File: config.mk
export PLATFORM = sky130hd
export DESIGN_NAME = field_rate_ident
export DESIGN_NICKNAME = d
export VERILOG_FILES = /design/src/rtl/field_rate_pkg.sv /design/src/rtl/fr_sync_edge.sv /design/src/rtl/fr_period_meter.sv /design/src/rtl/fr_decider.sv /design/src/rtl/field_rate_ident.sv
export SDC_FILE = /design/constraint.sdc
export NUM_CORES = 1
export LEC_CHECK = 0
export BUFFER_PORTS_ARGS = -buffer_cell sky130_fd_sc_hd__buf_2
export CELL_PAD_IN_SITES_DETAIL_PLACEMENT = 1
export CELL_PAD_IN_SITES_GLOBAL_PLACEMENT = 1
export CORE_ASPECT_RATIO = 1.1
export CORE_MARGIN = 5
export CORE_UTILIZATION = 41
export DETAILED_ROUTE_END_ITERATION = 6
export HOLD_SLACK_MARGIN = 0.03
export PLACE_DENSITY = 0.82
export SYNTH_ARGS = -nofsm -noshare
export SYNTH_HDL_FRONTEND = slang
export SYNTH_SLANG_ARGS = --single-unit
File: constraint.sdc
create_clock -name clk -period 2 [get_ports clk]
set_clock_uncertainty 0.05 [all_clocks]
set_input_delay 0.1 -clock clk [delete_from_list [all_inputs] [get_ports clk]]
set_output_delay 0.1 -clock clk [all_outputs]
set_load 0.01 [all_outputs]
File: src/rtl/field_rate_pkg.sv
// Shared types for the field rate identifier.
// Assumes: nothing beyond the standard language.
package field_rate_pkg;
    typedef enum logic [1:0] {
        FR_NONE = 2'b00,  // out of range
        FR_50   = 2'b01,
        FR_60   = 2'b10
    } fr_class_e;
endpackage

File: src/rtl/fr_sync_edge.sv
// Brings the asynchronous sync pulse into the clock domain and emits a
// one-cycle pulse on each rising edge.
// Assumes: the sync pulse stays high for at least two reference clocks.
module fr_sync_edge #(
    parameter int STAGES = 2
) (
    input  logic clk,
    input  logic rst_n,
    input  logic async_i,
    output logic edge_o
);
    logic [STAGES-1:0] sync_q;
    logic              last_q;

    // shift the input through the synchronizer chain
    always_ff @(posedge clk) begin
        if (!rst_n) sync_q <= '0;
        else        sync_q <= {sync_q[STAGES-2:0], async_i};
    end

    // remember the previous synchronized level and register the edge
    always_ff @(posedge clk) begin
        if (!rst_n) begin
            last_q <= 1'b0;
            edge_o <= 1'b0;
        end else begin
            last_q <= sync_q[STAGES-1];
            edge_o <= sync_q[STAGES-1] & ~last_q;
        end
    end


    edge_single_chk: assert property (@(posedge clk) disable iff (!rst_n)
        edge_o |=> !edge_o);
endmodule

File: src/rtl/fr_period_meter.sv
// Counts clocks between sync edges and classes each interval as 50 Hz,
// 60 Hz or out of range. The first edge after reset only arms the meter.
// Assumes: F_LO < F_MID < F_HI and CLK_HZ / F_HI > 1.
module fr_period_meter
    import field_rate_pkg::*;
#(
    parameter int CLK_HZ = 27_000_000,
    parameter int F_LO   = 45,
    parameter int F_MID  = 55,
    parameter int F_HI   = 65
) (
    input  logic      clk,
    input  logic      rst_n,
    input  logic      edge_i,
    output logic      strobe_o,
    output fr_class_e cls_o
);
    localparam int LIM_LO  = CLK_HZ / F_LO;   // longest valid period
    localparam int LIM_MID = CLK_HZ / F_MID;  // longest 60 Hz period
    localparam int LIM_HI  = CLK_HZ / F_HI;   // shortest valid period
    localparam int SAT     = LIM_LO + 1;
    localparam int CW      = $clog2(SAT + 1);

    logic [CW-1:0] cnt_q;
    logic          armed_q;
    fr_class_e     cls_now;

    // sort the finished interval into a class
    always_comb begin
        if (cnt_q < CW'(LIM_HI) || cnt_q > CW'(LIM_LO)) cls_now = FR_NONE;
        else if (cnt_q > CW'(LIM_MID))                  cls_now = FR_50;
        else                                            cls_now = FR_60;
    end

    // period counter: restart on an edge, saturate past the slow limit
    always_ff @(posedge clk) begin
        if (!rst_n)                cnt_q <= CW'(1);
        else if (edge_i)           cnt_q <= CW'(1);
        else if (cnt_q != CW'(SAT)) cnt_q <= cnt_q + CW'(1);
    end

    // arm on the first edge, then strobe the class on every later edge
    always_ff @(posedge clk) begin
        if (!rst_n) begin
            armed_q  <= 1'b0;
            strobe_o <= 1'b0;
            cls_o    <= FR_NONE;
        end else begin
            strobe_o <= edge_i & armed_q;
            if (edge_i) begin
                armed_q <= 1'b1;
                cls_o   <= cls_now;
            end
        end
    end


    first_edge_quiet_chk: assert property (@(posedge clk) disable iff (!rst_n)
        (edge_i && !armed_q) |=> !strobe_o);

    count_saturates_chk: assert property (@(posedge clk) disable iff (!rst_n)
        cnt_q <= CW'(SAT));
endmodule

File: src/rtl/fr_decider.sv
// Holds the 50/60 decision. It flips only after CONFIRM consecutive fields
// of the opposite rate. Out-of-range or matching fields clear the run.
// Assumes: CONFIRM >= 1.
module fr_decider
    import field_rate_pkg::*;
#(
    parameter int CONFIRM = 3
) (
    input  logic      clk,
    input  logic      rst_n,
    input  logic      strobe_i,
    input  fr_class_e cls_i,
    output logic      rate_60_o
);
    localparam int MW = $clog2(CONFIRM + 1);

    logic [MW-1:0] match_q;
    logic          opposite;

    // a field argues for a change when it is valid and differs from the flag
    always_comb begin
        opposite = (cls_i == FR_60 && !rate_60_o) || (cls_i == FR_50 && rate_60_o);
    end

    // run counter and decision flag
    always_ff @(posedge clk) begin
        if (!rst_n) begin
            match_q   <= '0;
            rate_60_o <= 1'b0;
        end else if (strobe_i) begin
            if (!opposite) begin
                match_q <= '0;
            end else if (match_q == MW'(CONFIRM - 1)) begin
                match_q   <= '0;
                rate_60_o <= ~rate_60_o;
            end else begin
                match_q <= match_q + MW'(1);
            end
        end
    end


    reset_state_chk: assert property (@(posedge clk)
        !rst_n |=> (!rate_60_o && match_q == '0));

    out_of_range_clears_chk: assert property (@(posedge clk) disable iff (!rst_n)
        (strobe_i && cls_i == FR_NONE) |=> (match_q == '0 && $stable(rate_60_o)));

    run_bound_chk: assert property (@(posedge clk) disable iff (!rst_n)
        match_q < MW'(CONFIRM));

    flip_cause_chk: assert property (@(posedge clk) disable iff (!rst_n)
        !$stable(rate_60_o) |-> ($past(strobe_i) &&
            $past(cls_i) == (rate_60_o ? FR_60 : FR_50)));
endmodule

File: src/rtl/field_rate_ident.sv
// Top: 50/60 Hz field rate identifier. It chains the synchronizer and edge
// detector, the period meter and the decision logic.
// Assumes: vsync_i is a clean pulse train; CLK_HZ is the clk frequency.
module field_rate_ident
    import field_rate_pkg::*;
#(
    parameter int CLK_HZ  = 27_000_000,
    parameter int F_LO    = 45,
    parameter int F_MID   = 55,
    parameter int F_HI    = 65,
    parameter int CONFIRM = 3
) (
    input  logic       clk,
    input  logic       rst_n,
    input  logic       vsync_i,
    output logic       rate_60_o,
    output logic       field_valid_o,
    output logic [1:0] field_class_o
);
    logic      vs_edge;
    fr_class_e cls;

    fr_sync_edge #(.STAGES(2)) u_sync (
        .clk(clk), .rst_n(rst_n), .async_i(vsync_i), .edge_o(vs_edge)
    );

    fr_period_meter #(
        .CLK_HZ(CLK_HZ), .F_LO(F_LO), .F_MID(F_MID), .F_HI(F_HI)
    ) u_meter (
        .clk(clk), .rst_n(rst_n), .edge_i(vs_edge),
        .strobe_o(field_valid_o), .cls_o(cls)
    );

    fr_decider #(.CONFIRM(CONFIRM)) u_dec (
        .clk(clk), .rst_n(rst_n), .strobe_i(field_valid_o),
        .cls_i(cls), .rate_60_o(rate_60_o)
    );

    assign field_class_o = cls;
endmodule

Word-level counts from Yosys, hierarchy flattened. Cells that the tools add are included.

Flip-flop bits (word level): 31. Logic and storage cells: 34. Input port bits: 3. Output and inout port bits: 4.

Bitwise gates (word level): 5. Reduce and logical (&&, ||, !) cells: 7. $add $sub $neg: 2. Multiplexer cells: 4. Equal/unequal tests: 4. Order comparisons: 3.

Operators by type and width (count): $add 20x1->20 const B (1); $gt 20x19->1 const B (1); $gt 20x20->1 const B (1); $lt 20x19->1 const B (1); $ne 20x20->1 const B (1); $mux 2 (4); $eq 2x2->1 const B (2); $not 1->1 (3); $reduce_and 3->1 (1); $add 2x1->2 const B (1); $and 1x1->1 (2); $eq 2x1->1 const B (1); $logic_and 1x1->1 (2); $logic_or 1x1->1 (2); $reduce_or 2->1 (1); $logic_not 1->1 (1).

Logic depth before layout (Yosys ltp). Gate-level depths: netlist of the first run.

Word-level depth: 4. Mapped depth: 6. Depth with buffers taken out: 6.

By module. Synthesis of the first run repeated with hierarchy kept, for this count alone.

Cell total of the unflattened synthesis: 177. Area, all modules: 1595.3 µm².

Modules (own cells, without submodules): fr_period_meter (cells an instance 150, times used 1, area each 1333.8 µm²); fr_decider (cells an instance 19, times used 1, area each 150.1 µm²); fr_sync_edge (cells an instance 8, times used 1, area each 111.4 µm²).

Least setup slack after synthesis of the first run. Ideal clock, no wire load.

Kind: flip-flop to flip-flop. Start: register u_meter.cnt_q[0]. End: register u_meter.cnt_q[18]. Setup time: 0.070 ns. Data arrival time: 1.764 ns. Data required time: 1.880 ns. Path slack: 0.116 ns. Cell stages (with the launch flop): 7. Path through: dfxtp_1 -> ha_1 -> nand3_2 -> or4_1 -> buf_2 -> or3_1 -> a21oi_1.

Word-level cells in the longest chain between the ends: 1.

RTL lines: start, declared (RTL line fr_period_meter.sv:24) `logic [CW-1:0] cnt_q;`; start signal, assigned (RTL line fr_period_meter.sv:39) `else if (cnt_q != CW'(SAT)) cnt_q <= cnt_q + CW'(1);`; $add 20x1->20 / $ne 20x20->1 (equally long branches) (RTL line fr_period_meter.sv:39).

Several ways; a longest one is shown, not always the timed one. A chain may end at the register's enable or synchronous reset.

Worst setup path after layout of the first run.
Start: register u_meter.cnt_q[1]. End: register u_meter.cnt_q[18].

The elaborated chain is that of the path after synthesis.

==> results of run 1 <==
## kinds of logic after synthesis
kind of cell	count (synthesis)	share of synthesized area (%)
AND/OR/NAND/NOR	81	30.01
multiplexers	1	0.6436
flip-flops	31	39.90
XOR/XNOR	14	7.884
adder cells (fa/ha/maj)	3	2.414
AO/OA/AOI/OAI	33	14.40
buffers and inverters	14	4.745
## report_power, final
| part | switching (W) | leakage [nW] | internal (W) | total, W |
|---|---|---|---|---|
| Sequential | 0.0000139 | 0.251 | 0.000628 | 0.000642 |
| Combinational | 0.0000342 | 0.433 | 0.0000256 | 0.0000598 |
| Clock | 0.000246 | 0.0612 | 0.000403 | 0.000649 |
| Total | 0.000294 | 0.745 | 0.00106 | 0.00135 |
## cell type report
type,instances,share of cell area (%)
Multi-Input combinational cell,132,48.25
Sequential cell,31,34.64
Timing Repair Buffer,17,6.425
Clock buffer,6,4.609
Tap cell,50,3.492
Clock inverter,2,1.955
Inverter,3,0.6285
## sequential cells by signal, indices dropped and copies added, names as in the netlist, 2 cells and up
name / flops
u_dec.match_q: 2
u_meter.cnt_q: 20
u_meter.cls_o: 2
u_sync.sync_q: 2
## worst paths after layout
check	cells after the start	end	slack, ps
hold reg to reg	1	u_sync.edge_o	350
hold / removal	2	u_meter.armed_q	80
setup reg to reg	5	u_meter.cnt_q[18]	110
setup / recovery	5	u_meter.cnt_q[18]	110
## critical path: cells and delay by family (launching register included)
kind | cells | cell delay (ps)
adders and majority gates | 1 | 240
and+or+nand+nor | 3 | 960
DFF | 1 | 440
AOI/OAI and AO/OA | 1 | 130
## Yosys cell counts (2+ instances only)
master	count
buf_2	2
or4_1	3
nor3_1	4
dfxtp_1	31
and2_1	4
nand4_2	2
inv_1	3
nand4b_1	2
nor2_1	20
xnor2_1	4
clkbuf_1	4
ha_1	3
nor3b_1	3
or3_1	3
o21ai_0	9
xor2_1	10
or3_2	2
o21a_1	3
and3_1	5
a21oi_1	7
nand2_1	12
buf_4	2
nand4_1	3
a211o_1	4
nand3_1	5
nor2b_1	4
## layer usage
| metal | global-route usage, % | up-vias | share of wire, % |
|---|---|---|---|
| li1 | - | 652 | - |
| met1 | 17.81 | 672 | 40 |
| met2 | 32.77 | 22 | 53 |
| met3 | 3.625 | 13 | 2.6 |
| met4 | 10.39 | 0 | 4.3 |
| met5 | 0 | - | 0 |
## through the flow
step                      worst slack, ps  instance area [sq um]
after floorplan                     115.8                   1555
after global placement              132.2                   1660
after detailed placement            54.72                   1660
after CTS                           43.40                   1788
after global routing                2.379                   1792
final                               111.7                   1792
## repair_timing
action / CTS / global route
gates resized for setup: 0 / 1
hold buffers: 1 / 0
setup endpoints to repair: 0 / 3
endpoints found under the hold margin: 1 / 0
==> load_flow_metrics.sql, run 1 <==
INSERT INTO impl_metrics (metric_group, metric, value, unit) VALUES
('finish', 'layoutNonFillerInstCount', '241', ''),
('clocking', 'cts_sink_count', '31', ''),
('global_routing', 'antenna_found_initial', '0', ''),
('pwr', 'power.density', '753.7', 'nW/um^2'),
('worst_setup_path', 'critPathKind', 'reg -> reg', ''),
('logic_synthesis', 'synthesized_netlist_net_count', '183', ''),
('worst_setup_path', 'cp-start-kind', 'flip-flop', ''),
('worst_setup_path', 'worstPathMaxFanout', '7', ''),
('worst_setup_path', 'end_kind', 'flip-flop', ''),
('logic_synthesis', 'synth_top_cell_by_area', 'dfxtp_1', ''),
('finish', 'seqCellArea', '620.6', 'sq um'),
('sta', 'finalCriticalPeriod', '1888', 'ps'),
('clocking', 'tritoncts', 'built', ''),
('finish', 'synthToLayoutAreaGrowth', '15.21', '%'),
('logic_synthesis', 'synth_edf_count', '0', ''),
('logic_synthesis', 'synth.yosys.seq_area_share', '39.90', '%'),
('worst_setup_path', 'startpoint', 'u_meter.cnt_q[1]', ''),
('clocking', 'clock_latency', '290', 'ps'),
('global_routing', 'global_route_wire_length_before_repair', '6582', 'um'),
('place', 'dpl.cell_count', '232', ''),
('logic_synthesis', 'postSynth.topFlopCell', 'dfxtp_1', ''),
('worst_setup_path', 'worst_r2r_startpoint', 'u_meter.cnt_q[1]', ''),
('sta', 'timing_max_transition_violations_final', '0', ''),
('global_routing', 'grt_max_degree', '20', ''),
('job', 'cap_violations', '0', ''),
('sta', 'final.hold.worst_slack', '83.85', 'ps'),
('detailed_routing', 'finalWirelength', '4037', 'um'),
('detailed_routing', 'wire_per_inst', '16.75', 'um'),
('sta', 'setup_violations', '0', ''),
('sta', 'max_freq', '0.5296', 'GHz'),
('detailed_routing', 'route.detailed.vias_per_inst', '5.639', ''),
('sta', 'fin_tns_setup', '0', 'ps'),
('clocking', 'cts.reportedPaths.clkPinSlew', '70', 'ps'),
('logic_synthesis', 'synth.distinct_cells', '49', ''),
('min_path', 'min_from', 'rst_n', ''),
('logic_synthesis', 'synthesis.area_per_instance', '8.787', 'sq um'),
('finish', 'multiInputGateArea', '864.6', 'sq um'),
('logic_synthesis', 'yosys_warnings', '0', ''),
('finish', 'final_common_cell', 'dfxtp_1', ''),
('clocking', 'cts.path.max_buffers', '2', ''),
('place', 'port-buffer-count', '6', ''),
('logic_synthesis', 'async_reset_ff_share', '0', '%'),
('clocking', 'numCtsBuffers', '5', ''),
('finish', 'fillerInstances', '460', ''),
('worst_setup_path', 'worst_path_cell_chain', 'ha_1 -> nand3_2 -> or4_4 -> or3_1 -> a21oi_1', ''),
('place', 'routabilityCongestion', '0.8243', ''),
('pwr', 'vdd_ir_drop_max', '0.0005700', 'V'),
('detailed_routing', 'drc', '0', ''),
('global_routing', 'grt_pass1_vias', '1452', ''),
('pwr', 'static-leakage-power', '0.7453', 'nW'),
('die', 'rows', '23', ''),
('min_path', 'hp-class', 'in -> reg', ''),
('clocking', 'cts_setup_buffers', '0', ''),
('die', 'die_area', '5127', 'sq um'),
('sta', 'final_hold_viol_count', '0', ''),
('logic_synthesis', 'synth_top_area_share', '39.90', '%'),
('sta', 'grt_setup_unrepaired', 'false', ''),
('place', 'detailed_place_hpwl', '2935', 'um'),
('run_status', 'run_status', 'finished clean', ''),
('global_routing', 'remaining_global_route_overflow', '0', ''),
('finish', 'final_core_util', '49.02', '%'),
('die', 'floorplan.core_area', '3655', 'sq um'),
('die', 'start_util', '42.55', '%'),
('detailed_routing', 'via_count', '1359', ''),
('finish', 'antenna_cells', '0', ''),
('finish', 'num-nets-final', '196', ''),
('die', 'die_width', '68.73', 'um'),
('worst_setup_path', 'worst_path_largest_cell_delay', '480', 'ps'),
('detailed_routing', 'drtPass1Iterations', '4', ''),
('clocking', 'cts.root.buffer_cell', 'clkbuf_8', ''),
('finish', 'layout_common_cells', 'dfxtp_1 (31), nor2_1 (20), nand2_1 (12), xor2_1 (10), buf_4 (10)', '');
Note: power is estimated with default switching activity, not from simulation.
==> inputs of run 2 (changes only) <==
Settings changed: CORE_UTILIZATION 41 to 44, CTS_BUF_LIST from default to sky130_fd_sc_hd__clkbuf_4 sky130_fd_sc_hd__clkbuf_8, PLACE_DENSITY 0.82 to 0.87, SLEW_MARGIN from default to 20.
==> run 2 against run 1 <==
Effect of this change: largest power group is now sequential cells; critical endpoint is now u_meter.cls_o[1]; non-clock buffer count decreased by 2; sequential power barely moved; global-route usage is 0.20 points higher; flip-flop and latch count is the same; highest routed layer unchanged; hold slack better by 270 ps; sequential share of layout area up 0.96 points; routed wire length shrank 5.9%.
==> load_flow_metrics.sql, run 2 (synthesis gave the netlist of run 1 again) <==
INSERT INTO impl_metrics (metric_group, metric, value, unit) VALUES
('sta', 'timing.slew.headroom', '76.00', '%'),
('die', 'die_width', '66.69', 'um'),
('global_routing', 'global_route.usage.total', '17.88', '%'),
('detailed_routing', 'drt_first_iter_violations', '48', ''),
('global_routing', 'remaining_global_route_overflow', '0', ''),
('detailed_routing', 'route.detailed.vias_per_inst', '5.565', ''),
('clocking', 'clock_tree.htree_level_count', '2', ''),
('pwr', 'comb_power_share', '5.1', '%'),
('sta', 'setup_violations', '0', ''),
('detailed_routing', 'drtPass1Iterations', '4', ''),
('die', 'floorplan.core_area', '3386', 'sq um'),
('worst_setup_path', 'worst-endpoint-required', '2200', 'ps'),
('sta', 'post-route-worst-setup-slack', '111.4', 'ps'),
('die', 'die_area', '4825', 'sq um'),
('clocking', 'cts.root.buffer_cell', 'clkbuf_4', ''),
('detailed_routing', 'drc', '0', ''),
('finish', 'largest-register', 'u_meter.cnt_q', ''),
('finish', 'final_common_cell', 'dfxtp_1', ''),
('sta', 'timing_max_transition_violations_final', '0', ''),
('worst_setup_path', 'crit_path_max_delay_cell_type', 'or4_1', ''),
('sta', 'fin_tns_setup', '0', 'ps'),
('finish', 'synthToLayoutAreaGrowth', '12.31', '%'),
('detailed_routing', 'wire_per_inst', '16.02', 'um'),
('place', 'placement.cell_area', '1635', 'sq um'),
('finish', 'final_core_util', '51.59', '%'),
('place', 'preCtsSetupSlack', '28.52', 'ps'),
('clocking', 'cts_sink_count', '31', ''),
('sta', 'period_share', '94.43', '%'),
('finish', 'fillerInstances', '407', ''),
('global_routing', 'grt_pass1_vias', '1415', ''),
('worst_setup_path', 'worst_path_cell_chain', 'or4_1 -> nor2_1 -> a22oi_1 -> o2111a_1 -> a22o_1', ''),
('place', 'routabilityCongestion', '0.8283', ''),
('global_routing', 'global_route_wire_length_before_repair', '6465', 'um'),
('job', 'cap_violations', '0', ''),
('place', 'detailed_place_hpwl', '2786', 'um'),
('sta', 'final.hold.worst_slack', '357.3', 'ps'),
('clocking', 'cts.path.max_buffers', '2', ''),
('global_routing', 'antenna_found_initial', '0', ''),
('pwr', 'seq_power_share', '52.6', '%'),
('pwr', 'power.clock.fraction', '42.4', '%'),
('detailed_routing', 'finalWirelength', '3797', 'um'),
('worst_setup_path', 'worst-endpoint-arrival', '2090', 'ps'),
('sta', 'max_freq', '0.5295', 'GHz'),
('pwr', 'netSwitchingPower', '0.0002719', 'W'),
('finish', 'largest_register_ffs', '20', ''),
('detailed_routing', 'via_count', '1319', ''),
('detailed_routing', 'ant_nets', '0', ''),
('pwr', 'netSwitchingFraction', '22.23', '%'),
('pwr', 'cellInternalPower', '0.0009509', 'W'),
('finish', 'final_design_area_excluding_fillers', '1747', 'sq um'),
('clocking', 'clock_latency', '350', 'ps'),
('finish', 'num-nets-final', '194', ''),
('sta', 'grt_setup_unrepaired', 'false', ''),
('run_status', 'run_status', 'finished clean', ''),
('pwr', 'static-leakage-power', '0.7204', 'nW'),
('finish', 'antenna_cells', '0', ''),
('worst_setup_path', 'critPathKind', 'reg -> reg', ''),
('place', 'port-buffer-count', '6', ''),
('worst_setup_path', 'worstPathMaxFanout', '8', ''),
('worst_setup_path', 'worst_path_largest_cell_delay', '530', 'ps'),
('sta', 'max_slew.worst_pin.slew', '360.0', 'ps'),
('pwr', 'power.density', '700.1', 'nW/um^2'),
('finish', 'layout_common_cells', 'dfxtp_1 (30), nor2_1 (20), nand2_1 (12), xor2_1 (10), o21ai_0 (9)', ''),
('clocking', 'cts.reportedPaths.clkPinSlew', '120', 'ps'),
('clocking', 'tritoncts', 'built', ''),
('min_path', 'hp-class', 'reg -> reg', ''),
('sta', 'finalCriticalPeriod', '1889', 'ps'),
('die', 'start_util', '45.93', '%'),
('worst_setup_path', 'cp-start-kind', 'flip-flop', ''),
('finish', 'layout-drive-gt1-share', '17.46', '%'),
('clocking', 'numCtsBuffers', '5', ''),
('worst_setup_path', 'end_kind', 'flip-flop', ''),
('sta', 'final_hold_viol_count', '0', ''),
('pwr', 'vdd_ir_drop_max', '0.0004492', 'V'),
('die', 'rows', '22', ''),
('die', 'floorplan_die_height', '72.36', 'um'),
('global_routing', 'grt_max_degree', '20', ''),
('die', 'i_o_pin_count', '7', '');
## run 2: changes by cell type in the layout (fill, tap and decap cells not counted)
cell / delta
buf_4: -3
clkbuf_4: +5
clkbuf_8: -5
dfxtp_1: -1
dfxtp_2: +1
dlygate4sd3_1: +1
## run 2: timing repair
action / CTS / global route
endpoints found under the setup margin: 3 / 3
resized for setup: 1 / 1
setup buffers: 0 / 0
hold buffers: 2 / 0
endpoints found under the hold margin: 4 / 0
## run 2: per-stage QoR
step / total power [W] / cells
2_1_floorplan: 0.0006951 / 177
3_3_place_gp: 0.0007087 / 227
3_5_place_dp: 0.0007156 / 227
4_1_cts: 0.001239 / 237
5_1_grt: 0.001275 / 237
6_report: 0.001223 / 237
## run 2: area by class of cell
cell class                 count  area (sq um)  share of cell area, %
multi-input combinational    132         864.6                  49.50
sequential                    31         621.8                  35.60
timing repair buffer          15         102.6                  5.874
tap                           48         60.06                  3.438
clock buffer                   6         51.30                  2.937
clock inverter                 2         35.03                  2.006
inverter                       3         11.26                 0.6447
## run 2: per-layer routing
| metal | track usage [%] | share of wire, % | vias up |
|---|---|---|---|
| li1 | - | - | 652 |
| met1 | 18.42 | 42 | 645 |
| met2 | 32.93 | 54 | 15 |
| met3 | 5.418 | 2.7 | 7 |
| met4 | 7.449 | 1.7 | 0 |
| met5 | 0 | 0 | - |
## run 2: worst max-delay path: cells and delay by family, from the launching register on
kind / cells / cell delay [ps]
and+or+nand+nor: 2 / 780
AOI/OAI and AO/OA: 3 / 580
DFF: 1 / 400
## run 2: worst paths after layout
path	to	slack (ps)	depth (start not counted)	from
worst max-delay path	u_meter.cls_o[1]	110	5	u_meter.cnt_q[15]
worst min-delay path	u_sync.edge_o	360	1	u_sync.last_q
worst max register to register	u_meter.cls_o[1]	110	5	u_meter.cnt_q[15]
worst min register to register	u_sync.edge_o	360	1	u_sync.last_q
## run 2: power by group through the flow
stage               registers, W  logic (W)  clock network (W)
floorplan               0.000653  0.0000418                  0
finish                  0.000643  0.0000620           0.000518
CTS                     0.000642  0.0000627           0.000534
global route            0.000645  0.0000717           0.000558
global placement        0.000655  0.0000539                  0
detailed placement      0.000657  0.0000589                  0
